File: src/rtl/cordic_pkg.sv
`timescale 1ns/1ps
package cordic_pkg;
  // internal angle resolution: 2^-16 rad
  localparam int ANG_FRAC  = 16;
  localparam int HALF_PI_Q = 102944;

  // arctan(2^-i) in units of 2^-ANG_FRAC rad
  function automatic int atan_q(input int i);
    case (i)
      0:  return 51472;
      1:  return 30386;
      2:  return 16055;
      3:  return 8150;
      4:  return 4091;
      5:  return 2047;
      6:  return 1024;
      7:  return 512;
      default: return (i <= ANG_FRAC) ? (1 << (ANG_FRAC - i + 1)) / 2 : 0;
    endcase
  endfunction
endpackage

File: src/rtl/cordic_prerot.sv
`timescale 1ns/1ps
// Widens the inputs and folds angles beyond a right angle with a quarter turn.
module cordic_prerot #(
  parameter int DW = 15,
  parameter int DF = 10,
  parameter int GB = 2,
  parameter int IW = 19,
  parameter int AW = 22
) (
  input  logic signed [DW-1:0] x_i,
  input  logic signed [DW-1:0] y_i,
  input  logic signed [DW-1:0] a_i,
  output logic signed [IW-1:0] x_o,
  output logic signed [IW-1:0] y_o,
  output logic signed [AW-1:0] a_o
);
  localparam int ASH = cordic_pkg::ANG_FRAC - DF;
  localparam logic signed [AW-1:0] HP = AW'(cordic_pkg::HALF_PI_Q);

  logic signed [IW-1:0] xe, ye;
  logic signed [AW-1:0] ae;

  always_comb begin
    xe = IW'(x_i) <<< GB;
    ye = IW'(y_i) <<< GB;
    ae = AW'(a_i) <<< ASH;
    if (ae > HP) begin
      x_o = -ye;
      y_o = xe;
      a_o = ae - HP;
    end else if (ae < -HP) begin
      x_o = ye;
      y_o = -xe;
      a_o = ae + HP;
    end else begin
      x_o = xe;
      y_o = ye;
      a_o = ae;
    end
  end
endmodule

File: src/rtl/cordic_stage.sv
`timescale 1ns/1ps
// One micro-rotation: direction from the residual sign, shift by IDX.
module cordic_stage #(
  parameter int IW   = 19,
  parameter int AW   = 22,
  parameter int IDX  = 0,
  parameter bit PIPE = 1'b1
) (
  input  logic                 clk,
  input  logic                 rst_n,
  input  logic                 v_i,
  input  logic signed [IW-1:0] x_i,
  input  logic signed [IW-1:0] y_i,
  input  logic signed [AW-1:0] a_i,
  output logic                 v_o,
  output logic signed [IW-1:0] x_o,
  output logic signed [IW-1:0] y_o,
  output logic signed [AW-1:0] a_o
);
  localparam logic signed [AW-1:0] STEP = AW'(cordic_pkg::atan_q(IDX));

  logic signed [IW-1:0] xs, ys, x_n, y_n;
  logic signed [AW-1:0] a_n;

  always_comb begin
    xs = x_i >>> IDX;
    ys = y_i >>> IDX;
    if (!a_i[AW-1]) begin
      x_n = x_i - ys;
      y_n = y_i + xs;
      a_n = a_i - STEP;
    end else begin
      x_n = x_i + ys;
      y_n = y_i - xs;
      a_n = a_i + STEP;
    end
  end

  if (PIPE) begin : g_reg
    always_ff @(posedge clk or negedge rst_n) begin
      if (!rst_n) begin
        v_o <= 1'b0;
        x_o <= '0;
        y_o <= '0;
        a_o <= '0;
      end else begin
        v_o <= v_i;
        if (v_i) begin
          x_o <= x_n;
          y_o <= y_n;
          a_o <= a_n;
        end
      end
    end
  end else begin : g_wire
    assign v_o = v_i;
    assign x_o = x_n;
    assign y_o = y_n;
    assign a_o = a_n;
  end
endmodule

File: src/rtl/cordic_gain.sv
`timescale 1ns/1ps
// Constant gain correction (~0.60730) by shifts and adds, drop guard bits, clamp.
module cordic_gain #(
  parameter int DW = 15,
  parameter int GB = 2,
  parameter int IW = 19
) (
  input  logic                 clk,
  input  logic                 rst_n,
  input  logic                 v_i,
  input  logic signed [IW-1:0] x_i,
  input  logic signed [IW-1:0] y_i,
  output logic                 v_o,
  output logic signed [DW-1:0] x_o,
  output logic signed [DW-1:0] y_o
);
  localparam int KS = 13;
  localparam int WW = IW + KS;
  localparam logic signed [WW-1:0] MAXV = WW'((1 << (DW - 1)) - 1);

  function automatic logic signed [WW-1:0] scale(input logic signed [WW-1:0] v);
    return (v >>> 1) + (v >>> 3) - (v >>> 6) - (v >>> 9) - (v >>> 12) + (v >>> 13);
  endfunction

  function automatic logic signed [DW-1:0] clamp(input logic signed [WW-1:0] v);
    if (v > MAXV)       return DW'(MAXV);
    else if (v < -MAXV) return DW'(-MAXV);
    else                return DW'(v);
  endfunction

  logic signed [WW-1:0] xw, yw;
  logic signed [DW-1:0] x_n, y_n;

  always_comb begin
    xw  = scale($signed({x_i, {KS{1'b0}}})) >>> (KS + GB);
    yw  = scale($signed({y_i, {KS{1'b0}}})) >>> (KS + GB);
    x_n = clamp(xw);
    y_n = clamp(yw);
  end

  always_ff @(posedge clk or negedge rst_n) begin
    if (!rst_n) begin
      v_o <= 1'b0;
      x_o <= '0;
      y_o <= '0;
    end else begin
      v_o <= v_i;
      if (v_i) begin
        x_o <= x_n;
        y_o <= y_n;
      end
    end
  end
endmodule

File: src/rtl/cordic_rotator.sv
`timescale 1ns/1ps
module cordic_rotator #(
  parameter int DW   = 15,
  parameter int DF   = 10,
  parameter int GB   = 2,
  parameter int NST  = 14,
  parameter bit PIPE = 1'b1
) (
  input  logic                 clk,
  input  logic                 rst_n,
  input  logic                 in_valid,
  input  logic signed [DW-1:0] in_x,
  input  logic signed [DW-1:0] in_y,
  input  logic signed [DW-1:0] in_ang,
  output logic                 out_valid,
  output logic signed [DW-1:0] out_x,
  output logic signed [DW-1:0] out_y
);
  localparam int IW = DW + 2 + GB;
  localparam int AW = DW + (cordic_pkg::ANG_FRAC - DF) + 1;

  logic                 sv [NST+1];
  logic signed [IW-1:0] sx [NST+1];
  logic signed [IW-1:0] sy [NST+1];
  logic signed [AW-1:0] sa [NST+1];
  logic signed [AW-1:0] fold_ang;

  cordic_prerot #(.DW(DW), .DF(DF), .GB(GB), .IW(IW), .AW(AW)) u_pre (
    .x_i(in_x), .y_i(in_y), .a_i(in_ang),
    .x_o(sx[0]), .y_o(sy[0]), .a_o(fold_ang)
  );
  assign sa[0] = fold_ang;
  assign sv[0] = in_valid;

  for (genvar i = 0; i < NST; i++) begin : g_st
    cordic_stage #(.IW(IW), .AW(AW), .IDX(i), .PIPE(PIPE)) u_st (
      .clk(clk), .rst_n(rst_n),
      .v_i(sv[i]), .x_i(sx[i]), .y_i(sy[i]), .a_i(sa[i]),
      .v_o(sv[i+1]), .x_o(sx[i+1]), .y_o(sy[i+1]), .a_o(sa[i+1])
    );
  end

  logic signed [AW-1:0] ang_left;
  assign ang_left = sa[NST];

  cordic_gain #(.DW(DW), .GB(GB), .IW(IW)) u_gain (
    .clk(clk), .rst_n(rst_n),
    .v_i(sv[NST]), .x_i(sx[NST]), .y_i(sy[NST]),
    .v_o(out_valid), .x_o(out_x), .y_o(out_y)
  );
endmodule

File: config.mk
export PLATFORM = sky130hd
export DESIGN_NAME = cordic_rotator
export DESIGN_NICKNAME = d
export VERILOG_FILES = /design/src/rtl/cordic_pkg.sv /design/src/rtl/cordic_prerot.sv /design/src/rtl/cordic_stage.sv /design/src/rtl/cordic_gain.sv /design/src/rtl/cordic_rotator.sv
export SDC_FILE = /design/constraint.sdc
export NUM_CORES = 2
export LEC_CHECK = 0
export ABC_AREA = 1
export BUFFER_PORTS_ARGS = -buffer_cell sky130_fd_sc_hd__buf_2
export CAP_MARGIN = 20
export CORE_MARGIN = 5
export CORE_UTILIZATION = 38
export DETAILED_ROUTE_END_ITERATION = 10
export GPL_ROUTABILITY_DRIVEN = 0
export GPL_TIMING_DRIVEN = 0
export HOLD_SLACK_MARGIN = 0.05
export PLACE_DENSITY_LB_ADDON = 0.3
export SYNTH_ARGS = -nofsm -noshare
export SYNTH_HDL_FRONTEND = slang
export SYNTH_SLANG_ARGS = --single-unit
File: constraint.sdc
create_clock -name clk -period 5 [get_ports clk]
set_input_delay 0 -clock clk [delete_from_list [all_inputs] [get_ports clk]]
set_output_delay 0 -clock clk [all_outputs]
set_load 0.02 [all_outputs]
==> flow_summary.json <==
{
  "timing.final.ws_setup_ns": 0.224,
  "crit_slowest_cell": "dfrtp_1",
  "relSlewSlack_pct": 24.8,
  "cp_slowest_stage_delay_ns": 0.57,
  "start_util_pct": 38.2,
  "clock_sinks": 800,
  "area_growth_pct": 11.0,
  "grtUsageMet1_pct": 30.1,
  "cp-end-kind": "flop",
  "netlist_area_sq_um": 77400,
  "clk_latency_ns": 0.73,
  "yosys.area_share.simple_pct": 22.1,
  "cts_buffers": 94,
  "clk_pin_slew_ns": 0.06,
  "wl_per_cell_um": 16.7,
  "timing.final.hold_violations": 0,
  "crit_fanout": 10,
  "grt_pass1_vias": 70900,
  "finalMaxSlewViolations": 0,
  "synth_fp_nets": 11800,
  "cts_tree": "built",
  "dp_cells": 13500,
  "num_vias": 73200,
  "fp.dieW_um": 461,
  "worstPathArrival_ns": 5.38,
  "use_met3_pct": 2.27,
  "rows": 165,
  "synth-seq-cells": 800,
  "drt-initial-drc-count": 5757,
  "die_y_um": 461,
  "boundaryPins": 79,
  "synth_async_sr_flop_share_pct": 100,
  "firstDrtPassIters": 6,
  "drive_above_1_share_pct": 5.01,
  "antenna_found_initial": 0,
  "antennaDiodeCount": 0,
  "synth_commonest_cells": "nand2_1 (2,412), inv_1 (1,233), o21ai_0 (1,088)",
  "synth_top_cell_area_share_pct": 25.9,
  "dieArea_sq_um": 213000,
  "detail-route-antenna-nets": 0,
  "period_share_pct": 95.5,
  "postSynthCellCount": 10700,
  "crit_required_ns": 5.61,
  "cap_viol_max_count": 0,
  "h-tree-depth": 3,
  "hold_path_class": "in2reg",
  "stdcell_count": 13700,
  "worst_slew_pin_slew_ns": 1.13,
  "dp_slack_ns": -1.09,
  "overflow": 0,
  "dp_hpwl_um": 187000,
  "synth-compound-area-share_pct": 17.5,
  "synthMuxAreaShare_pct": 0.0275,
  "synth_fa_ha_area_share_pct": 18.6,
  "crit_type": "reg2reg",
  "io_buffer_count": 78,
  "cpLargestDelayFamily": "adder cells",
  "finalNetCount": 12100,
  "synth.most_common_cell": "nand2_1",
  "synth_edf_count": 0,
  "synth_top_cell_by_area": "dfrtp_1",
  "min_period_ns": 4.78,
  "cp.buffers_inverters": 5,
  "status": "completed",
  "grt_pass1_wl_um": 372000,
  "synth_area_per_cell_sq_um": 7.22,
  "cp-start-kind": "flop",
  "track_usage_pct": 21.1,
  "ys_seq_area_share_pct": 25.9,
  "grt_start_max_net_pins": 120,
  "worstPathCellList": "inv_1, fa_1, fa_1, inv_1, fa_1, inv_1, ha_1, a21oi_1, o21ai_0, a21oi_2, inv_1, a21oi_1, nand3b_1, nand2_1, nand2_1, nor2_1, nand3_1, nand2_1, nand2_2, buf_4, nand2_1, a21oi_1",
  "clockBufferDepth": 3,
  "routed_wl_um": 229000,
  "synth-xor-area-share_pct": 8.64,
  "ys_types": 66,
  "clockRootBuffer": "clkbuf_16",
  "synthTopCellsByArea": "dfrtp_1 (26%), ha_1 (14%), nand2_1 (12%), o21ai_0 (7.0%), inv_1 (6.0%)",
  "via_per_inst": 5.33,
  "fmax_ghz": 0.209,
  "core_area_sq_um": 203000,
  "ys.flop_type": "dfrtp_1",
  "remaining_drc_errors": 0,
  "synth_top_family_by_area": "simple AND/OR/NAND/NOR gates",
  "skew_ns": 0.0546,
  "fillerInstances": 20600,
  "met2_usage_pct": 34.1,
  "setup_violations": 0,
  "yosys_warnings": 0,
  "grt-busiest-layer": "met2"
}
sequential cells by signal (all words and copies together) (netlist names):
name	cells
g_st.u_st.y_o	263
g_st.u_st.x_o	261
g_st.u_st.a_o	231
u_gain.x_o	15
u_gain.y_o	15
g_st.u_st.v_o	14
u_gain.v_o	1
worst reg2reg max path: stages (launching register included):
cell and delay (ns):
dfrtp_1 0.57, inv_1 0.23, fa_1 0.50, fa_1 0.55, inv_1 0.06, fa_1 0.55, inv_1 0.05, ha_1 0.35
a21oi_1 0.24, o21ai_0 0.20, a21oi_2 0.21, inv_1 0.06, a21oi_1 0.19, nand3b_1 0.10, nand2_1 0.09, nand2_1 0.05
nor2_1 0.14, nand3_1 0.09, nand2_1 0.08, nand2_2 0.08, buf_4 0.18, nand2_1 0.07, a21oi_1 0.06
final cells by class:
type                       instances  area [sq um]  area share (%)
clock buffer                     123          2580            3.00
tap                             2672          3340            3.89
multi-input combinational       8421         52100            60.6
timing repair buffer             177          1480            1.73
clock inverter                    52           692           0.805
buffer                           240           943            1.10
inverter                        1255          4800            5.59
sequential                       800         20000            23.3
path summary, 6_finish.rpt:
check                                       from                    to  slack [ns]  depth (start not counted)
min                                    in_ang[0]   g_st[0].u_st.a_o[6]        0.09                          6
max reg2reg                g_st[13].u_st.x_o[15]         u_gain.x_o[7]        0.22                         22
max in group asynchronous                  rst_n  g_st[13].u_st.x_o[7]        2.82                          6
max                        g_st[13].u_st.x_o[15]         u_gain.x_o[7]        0.22                         22
min in group asynchronous                  rst_n  g_st[7].u_st.x_o[10]        0.41                          4
min reg2reg                     g_st[0].u_st.v_o      g_st[1].u_st.v_o        0.38                          0
kinds of logic after synthesis:
kind of cell	after synthesis
multiplexers	2
adder cells (fa/ha/maj)	1048
XOR/XNOR	764
AO/OA/AOI/OAI	2463
buffers and inverters	1500
AND/OR/NAND/NOR	4144
flip-flops	800
cells in the final DEF (no fill, tap or decap), types with 22 or more instances in the layout:
master and count:
nand2_2 24, nor3_1 166, o211ai_1 53, o31ai_1 72, xnor2_1 294, fa_1 174
nor4_1 29, a21oi_1 830, o21a_1 22, buf_4 57, nor2_1 837, a21oi_2 27
nor3b_1 31, clkinvlp_4 33, or2_2 56, a21boi_0 36, o21bai_1 63, dlygate4sd3_1 24
nand4_1 110, xor2_1 469, a21o_1 42, ha_1 857, nand3_1 425, clkbuf_16 95
a31oi_1 100, buf_2 89, o21ai_1 25, nand2_1 2403, o21ai_0 1084, clkbuf_1 229
dfrtp_1 780, inv_1 1207
timing repair:
| action | 4_1_cts | 5_1_grt |
|---|---|---|
| hold endpoints to repair | 193 | 0 |
| setup endpoints to repair | 36 | 48 |
| hold buffers | 25 | 0 |
| buffers inserted | 6 | 53 |
| pin swaps | 0 | 9 |
| resized for setup | 12 | 130 |
| gates cloned | 0 | 1 |
layer usage:
metal	part of all wire [%]	routed length, um
met1	48	109000
met2	45	102000
met3	5.3	12200
met4	2.5	5760
met5	0	0
per-stage QoR:
stage / utilization (%) / hold slack [ns] / instance area [sq um] / TNS, ns
floorplan: - / -0.296 / 77400 / 0
global placement: 40.1 / 0.250 / 81200 / -
detailed placement: 40.2 / 0.0319 / 81400 / -27.80
CTS: 42.0 / 0.0534 / 85100 / 0
global route: 42.5 / 0.152 / 86000 / -0.272
finish: 42.5 / 0.0934 / 86000 / 0
Power is not shown: default switching activity piles up to over one toggle a cycle in this logic, so the estimate is an artifact.
